### config.mk
export PLATFORM = sky130hd
export DESIGN_NAME = txq_enqueue_ctrl
export DESIGN_NICKNAME = d
export VERILOG_FILES = /design/src/rtl/txq_pkg.sv /design/src/rtl/txq_enq_fsm.sv /design/src/rtl/txq_space_mon.sv /design/src/rtl/txq_enqueue_ctrl.sv
export SDC_FILE = /design/constraint.sdc
export NUM_CORES = 1
export LEC_CHECK = 0
export BUFFER_PORTS_ARGS = -buffer_cell sky130_fd_sc_hd__buf_2
export CAP_MARGIN = 20
export CORE_MARGIN = 2
export CORE_UTILIZATION = 38
export DETAILED_ROUTE_END_ITERATION = 10
export GPL_ROUTABILITY_DRIVEN = 0
export PLACE_DENSITY = 0.85
export SLEW_MARGIN = 20
export SYNTH_ARGS = -nofsm -noshare
export SYNTH_HDL_FRONTEND = slang
export SYNTH_HIERARCHICAL = 1
export SYNTH_SLANG_ARGS = --single-unit
### constraint.sdc
create_clock -name clk -period 3 [get_ports clk]
set_input_delay 0.3 -clock clk [delete_from_list [all_inputs] [get_ports clk]]
set_output_delay 0.3 -clock clk [all_outputs]
set_load 0.01 [all_outputs]
### src/rtl/txq_pkg.sv
package txq_pkg;
    localparam int REG_W      = 16;
    localparam int BIT_MANUAL = 0;
    localparam int BIT_MON    = 1;
    localparam int BIT_AUTO   = 2;

    typedef enum logic [1:0] {
        ENQ_IDLE   = 2'd0,
        ENQ_MANUAL = 2'd1,
        ENQ_AUTO   = 2'd2
    } enq_state_e;

    typedef enum logic {
        MON_OFF   = 1'b0,
        MON_ARMED = 1'b1
    } mon_state_e;
endpackage

### src/rtl/txq_enq_fsm.sv
module txq_enq_fsm
    import txq_pkg::*;
#(
    parameter int CNT_W = 8
) (
    input  logic             clk,
    input  logic             rst_n,
    input  logic             wr_en,
    input  logic             wr_manual,
    input  logic             wr_auto,
    input  logic [CNT_W-1:0] prepared_cnt,
    input  logic             frame_done,
    output logic             enq_req,
    output logic             manual_busy,
    output logic             auto_on
);
    enq_state_e state_q, state_d;

    always_ff @(posedge clk or negedge rst_n) begin
        if (!rst_n) state_q <= ENQ_IDLE;
        else        state_q <= state_d;
    end

    always_comb begin
        state_d = state_q;
        unique case (state_q)
            ENQ_IDLE: begin
                if (wr_en && wr_auto)        state_d = ENQ_AUTO;
                else if (wr_en && wr_manual) state_d = ENQ_MANUAL;
            end
            ENQ_MANUAL: begin
                if (frame_done) state_d = ENQ_IDLE;
            end
            ENQ_AUTO: begin
                if (wr_en && !wr_auto) state_d = wr_manual ? ENQ_MANUAL : ENQ_IDLE;
            end
            default: state_d = ENQ_IDLE;
        endcase
    end

    always_comb begin
        enq_req     = 1'b0;
        manual_busy = 1'b0;
        auto_on     = 1'b0;
        unique case (state_q)
            ENQ_IDLE: ;
            ENQ_MANUAL: begin
                enq_req     = 1'b1;
                manual_busy = 1'b1;
            end
            ENQ_AUTO: begin
                auto_on = 1'b1;
                enq_req = |prepared_cnt;
            end
            default: ;
        endcase
    end

    assert_manual_clears_R4: assert property (@(posedge clk) disable iff (!rst_n)
        (state_q == ENQ_MANUAL && frame_done) |=> (state_q == ENQ_IDLE));

    assert_idle_done_ignored_R10: assert property (@(posedge clk) disable iff (!rst_n)
        (state_q == ENQ_IDLE && frame_done && !wr_en) |=> (state_q == ENQ_IDLE));

    assert_both_bits_auto_R6: assert property (@(posedge clk) disable iff (!rst_n)
        (state_q == ENQ_IDLE && wr_en && wr_auto && wr_manual) |=> (state_q == ENQ_AUTO));

    assert_manual_holds_R11: assert property (@(posedge clk) disable iff (!rst_n)
        (state_q == ENQ_MANUAL && !frame_done) |=> (state_q == ENQ_MANUAL));
endmodule

### src/rtl/txq_space_mon.sv
module txq_space_mon
    import txq_pkg::*;
#(
    parameter int SPACE_W = 13
) (
    input  logic               clk,
    input  logic               rst_n,
    input  logic               arm_wr,
    input  logic [SPACE_W-1:0] free_space,
    input  logic [SPACE_W-1:0] req_space,
    output logic               armed,
    output logic               irq
);
    mon_state_e state_q, state_d;
    logic       hit;
    logic       irq_q;

    assign hit = (free_space >= req_space);

    always_ff @(posedge clk or negedge rst_n) begin
        if (!rst_n) begin
            state_q <= MON_OFF;
            irq_q   <= 1'b0;
        end else begin
            state_q <= state_d;
            irq_q   <= (state_q == MON_ARMED) && hit;
        end
    end

    always_comb begin
        state_d = state_q;
        unique case (state_q)
            MON_OFF:   if (arm_wr) state_d = MON_ARMED;
            MON_ARMED: if (hit)    state_d = MON_OFF;
            default:   state_d = MON_OFF;
        endcase
    end

    always_comb begin
        armed = 1'b0;
        unique case (state_q)
            MON_OFF:   armed = 1'b0;
            MON_ARMED: armed = 1'b1;
            default:   armed = 1'b0;
        endcase
        irq = irq_q;
    end

    assert_irq_one_cycle_R9: assert property (@(posedge clk) disable iff (!rst_n)
        irq |=> !irq);

    assert_irq_needs_arm_R8: assert property (@(posedge clk) disable iff (!rst_n)
        (armed && hit) |=> (irq && !armed));

    assert_irq_disarms_R9: assert property (@(posedge clk) disable iff (!rst_n)
        irq |-> !armed);
endmodule

### src/rtl/txq_enqueue_ctrl.sv
module txq_enqueue_ctrl
    import txq_pkg::*;
#(
    parameter int CNT_W   = 8,
    parameter int SPACE_W = 13
) (
    input  logic               clk,
    input  logic               rst_n,
    input  logic               cmd_wr,
    input  logic [REG_W-1:0]   cmd_wdata,
    input  logic [CNT_W-1:0]   prepared_cnt,
    input  logic               frame_done,
    input  logic [SPACE_W-1:0] free_space,
    input  logic [SPACE_W-1:0] req_space,
    output logic               enq_req,
    output logic [REG_W-1:0]   cmd_rdata,
    output logic               mem_avail_irq
);
    logic manual_busy;
    logic auto_on;
    logic mon_armed;

    txq_enq_fsm #(.CNT_W(CNT_W)) u_enq (
        .clk          (clk),
        .rst_n        (rst_n),
        .wr_en        (cmd_wr),
        .wr_manual    (cmd_wdata[BIT_MANUAL]),
        .wr_auto      (cmd_wdata[BIT_AUTO]),
        .prepared_cnt (prepared_cnt),
        .frame_done   (frame_done),
        .enq_req      (enq_req),
        .manual_busy  (manual_busy),
        .auto_on      (auto_on)
    );

    txq_space_mon #(.SPACE_W(SPACE_W)) u_mon (
        .clk        (clk),
        .rst_n      (rst_n),
        .arm_wr     (cmd_wr && cmd_wdata[BIT_MON]),
        .free_space (free_space),
        .req_space  (req_space),
        .armed      (mon_armed),
        .irq        (mem_avail_irq)
    );

    always_comb begin
        cmd_rdata             = '0;
        cmd_rdata[BIT_MANUAL] = manual_busy;
        cmd_rdata[BIT_MON]    = mon_armed;
        cmd_rdata[BIT_AUTO]   = auto_on;
    end

    assert_modes_exclusive_R6: assert property (@(posedge clk) disable iff (!rst_n)
        !(cmd_rdata[BIT_MANUAL] && cmd_rdata[BIT_AUTO]));

    assert_req_needs_mode_R5: assert property (@(posedge clk) disable iff (!rst_n)
        enq_req |-> (cmd_rdata[BIT_MANUAL] || cmd_rdata[BIT_AUTO]));

    assert_reserved_zero_R2: assert property (@(posedge clk) disable iff (!rst_n)
        cmd_rdata[REG_W-1:3] == '0);
endmodule

==> impl_metrics.yaml, run 1 <==
clocking:
  cts_setup_buffers: 0
  htreeDepth: 1
  path_clk_slew_ps: 30
  clk_latency_ps: 230
  cts_made_buffers: 3
  clockBufferDepth: 2
  cts_tree: "built"
  clockRootBuffer: "clkbuf_4"
  cts_sinks: 4
timing:
  finalHoldViolations: 0
  fmax_mhz: 597.7
  slew_viol_final: 0
  setup_violations: 0
  finClkSkew_ps: 0.02062
  post-route-min-period_ps: 1673
  fin_tns_setup_ps: 0
  fin_hold_ws_ps: 401.5
  finalCritPeriodShare_pct: 55.77
  rsz0062_at_grt: "false"
detailed_routing:
  wire_per_inst_um: 9.280
  initialDrtViolationCount: 7
  routed_wl_um: 1494
  ant_nets: 0
  dr.pass1.iters: 4
  drc: 0
  avgViaCountPerCell: 4.503
  vias: 725
power_and_ir_drop:
  powerDensity_nw_per_um2: 371.7
  ir_drop_v: 0.0001471
  leakage_uw: 0.0005646
global_routing:
  antenna_found_initial: 0
  grt_pass1_vias: 654
  grt_pass1_wl_um: 2283
  grt_overflow: 0
  grt_max_degree: 7
  grt_util_all_layers_pct: 14.26
floorplan:
  die_x_um: 47.63
  core_um2: 1764
  initial_core_util_pct: 40.99
  die_area_um2: 2268
  ios: 72
  die_y_um: 47.63
  rows: 15
logic_synthesis:
  synth.cell_area_um2: 723.2
  yosysUniqueCellTypes: 26
  ys_seq_area_share_pct: 13.84
  synth_simple_gate_area_share_pct: 16.61
  syn_area_per_cell_um2: 7.947
  synthCells: 91
  ys_ff_latch: 4
  synthMuxAreaShare_pct: 0
  synth-compound-area-share_pct: 16.44
  yosys_warnings: 6
  synth_top_family_by_area: "adder cells"
  yosys.area_share.adder_pct: 27.68
  synthXorXnorAreaFrac_pct: 0
worst_setup_path:
  crit_buf_inv: 2
  worstPathArrival_ps: 1370
  crit_start: "u_enq/state_q[0]"
  startpoint_type: "flip-flop"
  cpLargestDelayFamily: "flip-flops"
  required_ps: 2700
  max_stage_delay_ps: 370
  critical_path.slowest_cell: "dfrtp_1"
  worstSetupPathType: "reg2out"
  crit_chain: "inv_1 -> ha_1 -> a21boi_0 -> o21a_1 -> buf_2"
  cp_max_fo: 6
  endpoint_kind: "output pin"
  r2r-start: "u_enq/state_q[1]"
layout:
  syn_to_final_growth_pct: 29.58
  n_antenna_cell: 0
  nNetsFinal: 208
  drive_gt1_share_pct: 36.76
  postLayoutCoreUtil_pct: 53.12
  final_cells: 161
run_status:
  status: "finished, final reports clean"
placed_design:
  dp.cells: 157
  io_buffers: 45
  dpl.hpwl_um: 1407
run:
  cap_viol_max_count: 0
min_path:
  hold_start: "cmd_wdata[2]"
  hp-class: "in2reg"
-- final cells by class --
type / instances / area (µm²)
flip-flops and latches: 4 / 100.1
well taps: 25 / 31.28
clock buffers: 3 / 22.52
multi-input cells: 67 / 488.0
fillers: 194 / 827.0
inverters: 16 / 60.06
repair buffers: 46 / 235.2
-- worst reg2reg max path: stages (launching register included) --
cell and delay, ps:
dfrtp_1 340, inv_1 70, ha_1 210, nor2b_4 140, or4b_1 510, o21ai_0 90
-- sequential cells by signal, indices dropped and copies added (netlist names) --
signal and cells:
u_mon/state_q 1, u_enq/state_q 2, u_mon/irq 1
-- Yosys cell counts (all sizes together) --
master	number	share of area, %
buf	16	17
conb	1	0.52
inv	16	8.3
and2	1	0.87
nor2b	2	2.8
nor4	2	1.7
or4b	1	1.4
nand4	1	0.87
a31oi	1	0.87
nor2	2	1.0
ha	16	28
nand2	6	3.1
a21boi	2	2.1
or4	1	1.0
a21oi	6	4.2
a221oi	2	2.4
nor3b	1	1.7
dfrtp	4	14
o221ai	1	1.2
o21ai	5	3.5
a31o	1	1.2
and4	1	1.2
nand2b	1	0.87
o21a	1	1.0
-- cell usage in the layout, fill, tap and decap left out, types with 3 or more instances in the layout --
master	Yosys	final
clkbuf_4	0	3
nand2_1	6	6
o21ai_0	4	4
inv_1	16	16
conb_1	1	13
dfrtp_1	4	4
a21oi_1	6	6
ha_1	16	16
buf_2	0	45
-- power by group --
| group | switching [µW] | internal (µW) | total [µW] |
|---|---|---|---|
| registers | 8.43 | 70.0 | 78.4 |
| logic | 106 | 101 | 207 |
| clock network | 18.1 | 44.5 | 62.6 |
-- kinds of logic (layout without fill, tap and decap cells) --
logic type,Yosys count,in the layout
flops,4,4
other cells,1,13
simple gates,19,19
compound gates,19,19
buf+inv,32,65
fa+ha+maj,16,16
-- worst paths after layout --
path,to,slack (ps),depth (start not counted)
max in group asynchronous,u_enq/state_q[1],2470,2
setup reg to reg,u_enq/state_q[1],1560,5
hold / removal,u_enq/state_q[0],400,3
hold reg to reg,u_mon/state_q,540,1
setup / recovery,enq_req,1330,5
min in group asynchronous,u_mon/irq,410,2
-- what timing repair did --
item                      in CTS  in global routing
hold buffers                   1                  0
hold endpoints to repair       4                  0
resized for setup              0                  0
-- metrics by stage --
stage / cell area (µm²) / power (µW) / setup WS, ps
after floorplan: 768.2 / 244.7 / 1662
after global placement: 904.6 / 276.0 / 1436
after detailed placement: 904.6 / 287.2 / 1419
after CTS: 937.1 / 354.0 / 1314
after global routing: 937.1 / 384.3 / 1212
final: 937.1 / 348.4 / 1327
-- metal layers --
layer	wire [µm]	GRT usage [%]	vias up	part of all wire, %
met5	0	0	-	0
met4	0	4.865	0	0
met3	155	2.264	0	10
met2	797	31.08	38	53
met1	542	12.61	315	36
li1	-	-	372	-
Note: power is estimated with default switching activity, not from simulation.
==> inputs of run 2 (changes only) <==
--- a/config.mk
+++ b/config.mk
@@ -8,10 +8,10 @@
 export BUFFER_PORTS_ARGS = -buffer_cell sky130_fd_sc_hd__buf_2
 export CAP_MARGIN = 20
 export CORE_MARGIN = 2
-export CORE_UTILIZATION = 38
+export CORE_UTILIZATION = 35
 export DETAILED_ROUTE_END_ITERATION = 10
 export GPL_ROUTABILITY_DRIVEN = 0
-export PLACE_DENSITY = 0.85
+export PLACE_DENSITY = 0.79
 export SLEW_MARGIN = 20
 export SYNTH_ARGS = -nofsm -noshare
 export SYNTH_HDL_FRONTEND = slang
==> constraint.sdc (replaced) <==
create_clock -name clk -period 1.6 [get_ports clk]
set_input_delay 0.16 -clock clk [delete_from_list [all_inputs] [get_ports clk]]
set_output_delay 0.16 -clock clk [all_outputs]
set_load 0.01 [all_outputs]
==> run 2 against run 1 <==
- register-to-register slack got worse by 1500 ps
- clock power up 100%
- via count grew 1.5%
- setup slack worse by 1300 ps
==> impl_metrics.yaml, run 2 (synthesized netlist as in run 1, its figures left out) <==
timing:
  finalHoldViolations: 0
  fmax_mhz: 652.4
  finalCritPeriodShare_pct: 95.80
  finClkSkew_ps: 0.08238
  fin_hold_ws_ps: 269.9
  slew_viol_final: 0
  setup_violations: 0
  post-route-min-period_ps: 1533
worst_setup_path:
  worstSetupEndpoint: "u_enq/state_q[0]"
  crit_chain: "inv_1 -> ha_1 -> nor2b_4 -> or4_1 -> o21ai_0"
  endpoint_kind: "flip-flop"
  cp_max_fo: 4
  critical_path.slowest_cell: "or4_1"
  r2r_slack_ps: 70
  startpoint_type: "flip-flop"
  worstPathArrival_ps: 1680
  r2r-start: "u_enq/state_q[1]"
  worst_r2r_path_depth: 5
  max_stage_delay_ps: 500
  required_ps: 1740
  worstSetupPathType: "reg2reg"
  r2r_end: "u_enq/state_q[0]"
  crit_start: "u_enq/state_q[1]"
global_routing:
  grt_pass1_wl_um: 2725
  grt_util_all_layers_pct: 13.95
  grt_pass1_vias: 738
  grt_overflow: 0
  antenna_found_initial: 0
  grt_max_degree: 7
power_and_ir_drop:
  leakage_uw: 0.0005660
  ir_drop_v: 0.0003173
  powerDensity_nw_per_um2: 734.1
  p_total_uw: 699.0
clocking:
  path_clk_slew_ps: 40
  cts_sinks: 4
  htreeDepth: 1
  cts_tree: "built"
  clockRootBuffer: "clkbuf_4"
  clockBufferDepth: 2
  clk_latency_ps: 240
  cts_made_buffers: 3
layout:
  top_register: "u_enq/state_q"
  final_cells: 163
  mostFrequentLayoutCell: "buf_2"
  drive_gt1_share_pct: 37.50
  final_cell_mix: "45 x buf_2, 16 x inv_1, 15 x ha_1, 13 x conb_1"
  n_antenna_cell: 0
  largest_reg_flops: 2
  nNetsFinal: 208
  syn_to_final_growth_pct: 31.66
detailed_routing:
  ant_nets: 0
  routed_wl_um: 1608
  dr.pass1.iters: 4
  drc: 0
  vias: 736
  initialDrtViolationCount: 6
  wire_per_inst_um: 9.865
  avgViaCountPerCell: 4.515
floorplan:
  die_area_um2: 2446
  initial_core_util_pct: 36.86
  core_um2: 1962
  die_y_um: 49.46
  ios: 72
  die_x_um: 49.46
  rows: 16
min_path:
  hp-class: "in2async"
run:
  cap_viol_max_count: 0
placed_design:
  io_buffers: 45
  dpl.hpwl_um: 1429
  dp.cells: 159
run_status:
  status: "finished, final reports clean"
==> run 2: cell counts in the layout (fill, tap and decap cells not counted) <==
No cell type changed its count.
==> run 2: worst min-delay path by stage <==
stage	slack [ps]	endpoint
after detailed placement	-30	u_enq/state_q[1]
final	270	u_enq/state_q[0]
after global routing	290	u_enq/state_q[0]
after floorplan	-140	u_enq/state_q[0]
after CTS	260	u_enq/state_q[0]
after global placement	-40	u_mon/irq
==> run 2: through the flow <==
stage	worst slack (ps)	TNS, ps	cell area [µm²]	util, %
final	67.16	0	952.2	48.53
after global routing	-17.11	-19.67	952.2	48.53
after CTS	4.268	0	939.7	47.90
after detailed placement	155.2	0	907.1	46.24
after global placement	202.8	0	907.1	46.24
after floorplan	268.0	0	768.2	-
==> run 2: layout make-up <==
cell class	instances	area, µm²
clock buffers	3	22.52
fillers	221	1010
inverters	16	60.06
multi-input cells	67	500.5
flip-flops and latches	4	100.1
well taps	27	33.78
repair buffers	46	235.2
==> run 2: layer usage <==
layer | GRT usage (%) | vias to the layer above | share of wire, %
li1 | - | 376 | -
met1 | 13.20 | 326 | 34
met2 | 28.15 | 34 | 59
met3 | 1.515 | 0 | 7.5
met4 | 8.333 | 0 | 0
met5 | 0 | - | 0
==> run 2: critical path: cells and delay by family (launching register included) <==
kind	cells	cell delay [ps]
buffers and inverters	1	90
AO/OA/AOI/OAI	1	110
adder cells (fa/ha/maj)	1	210
AND/OR/NAND/NOR	2	650
flip-flops	1	380
==> run 2: report_power, final <==
part | total [µW] | switching [µW] | internal, µW | leakage (µW)
registers | 154 | 22.3 | 131 | 0.0000521
clock network | 126 | 42.0 | 84.0 | 0.0000138
logic | 420 | 215 | 204 | 0.000500
==> run 2: what timing repair did <==
item                                    4_1_cts  5_1_grt
endpoints found under the setup margin        0        1
resized for setup                             0        3
hold buffers                                  1        0
hold endpoints to repair                      4        0
buffers inserted                              0        0
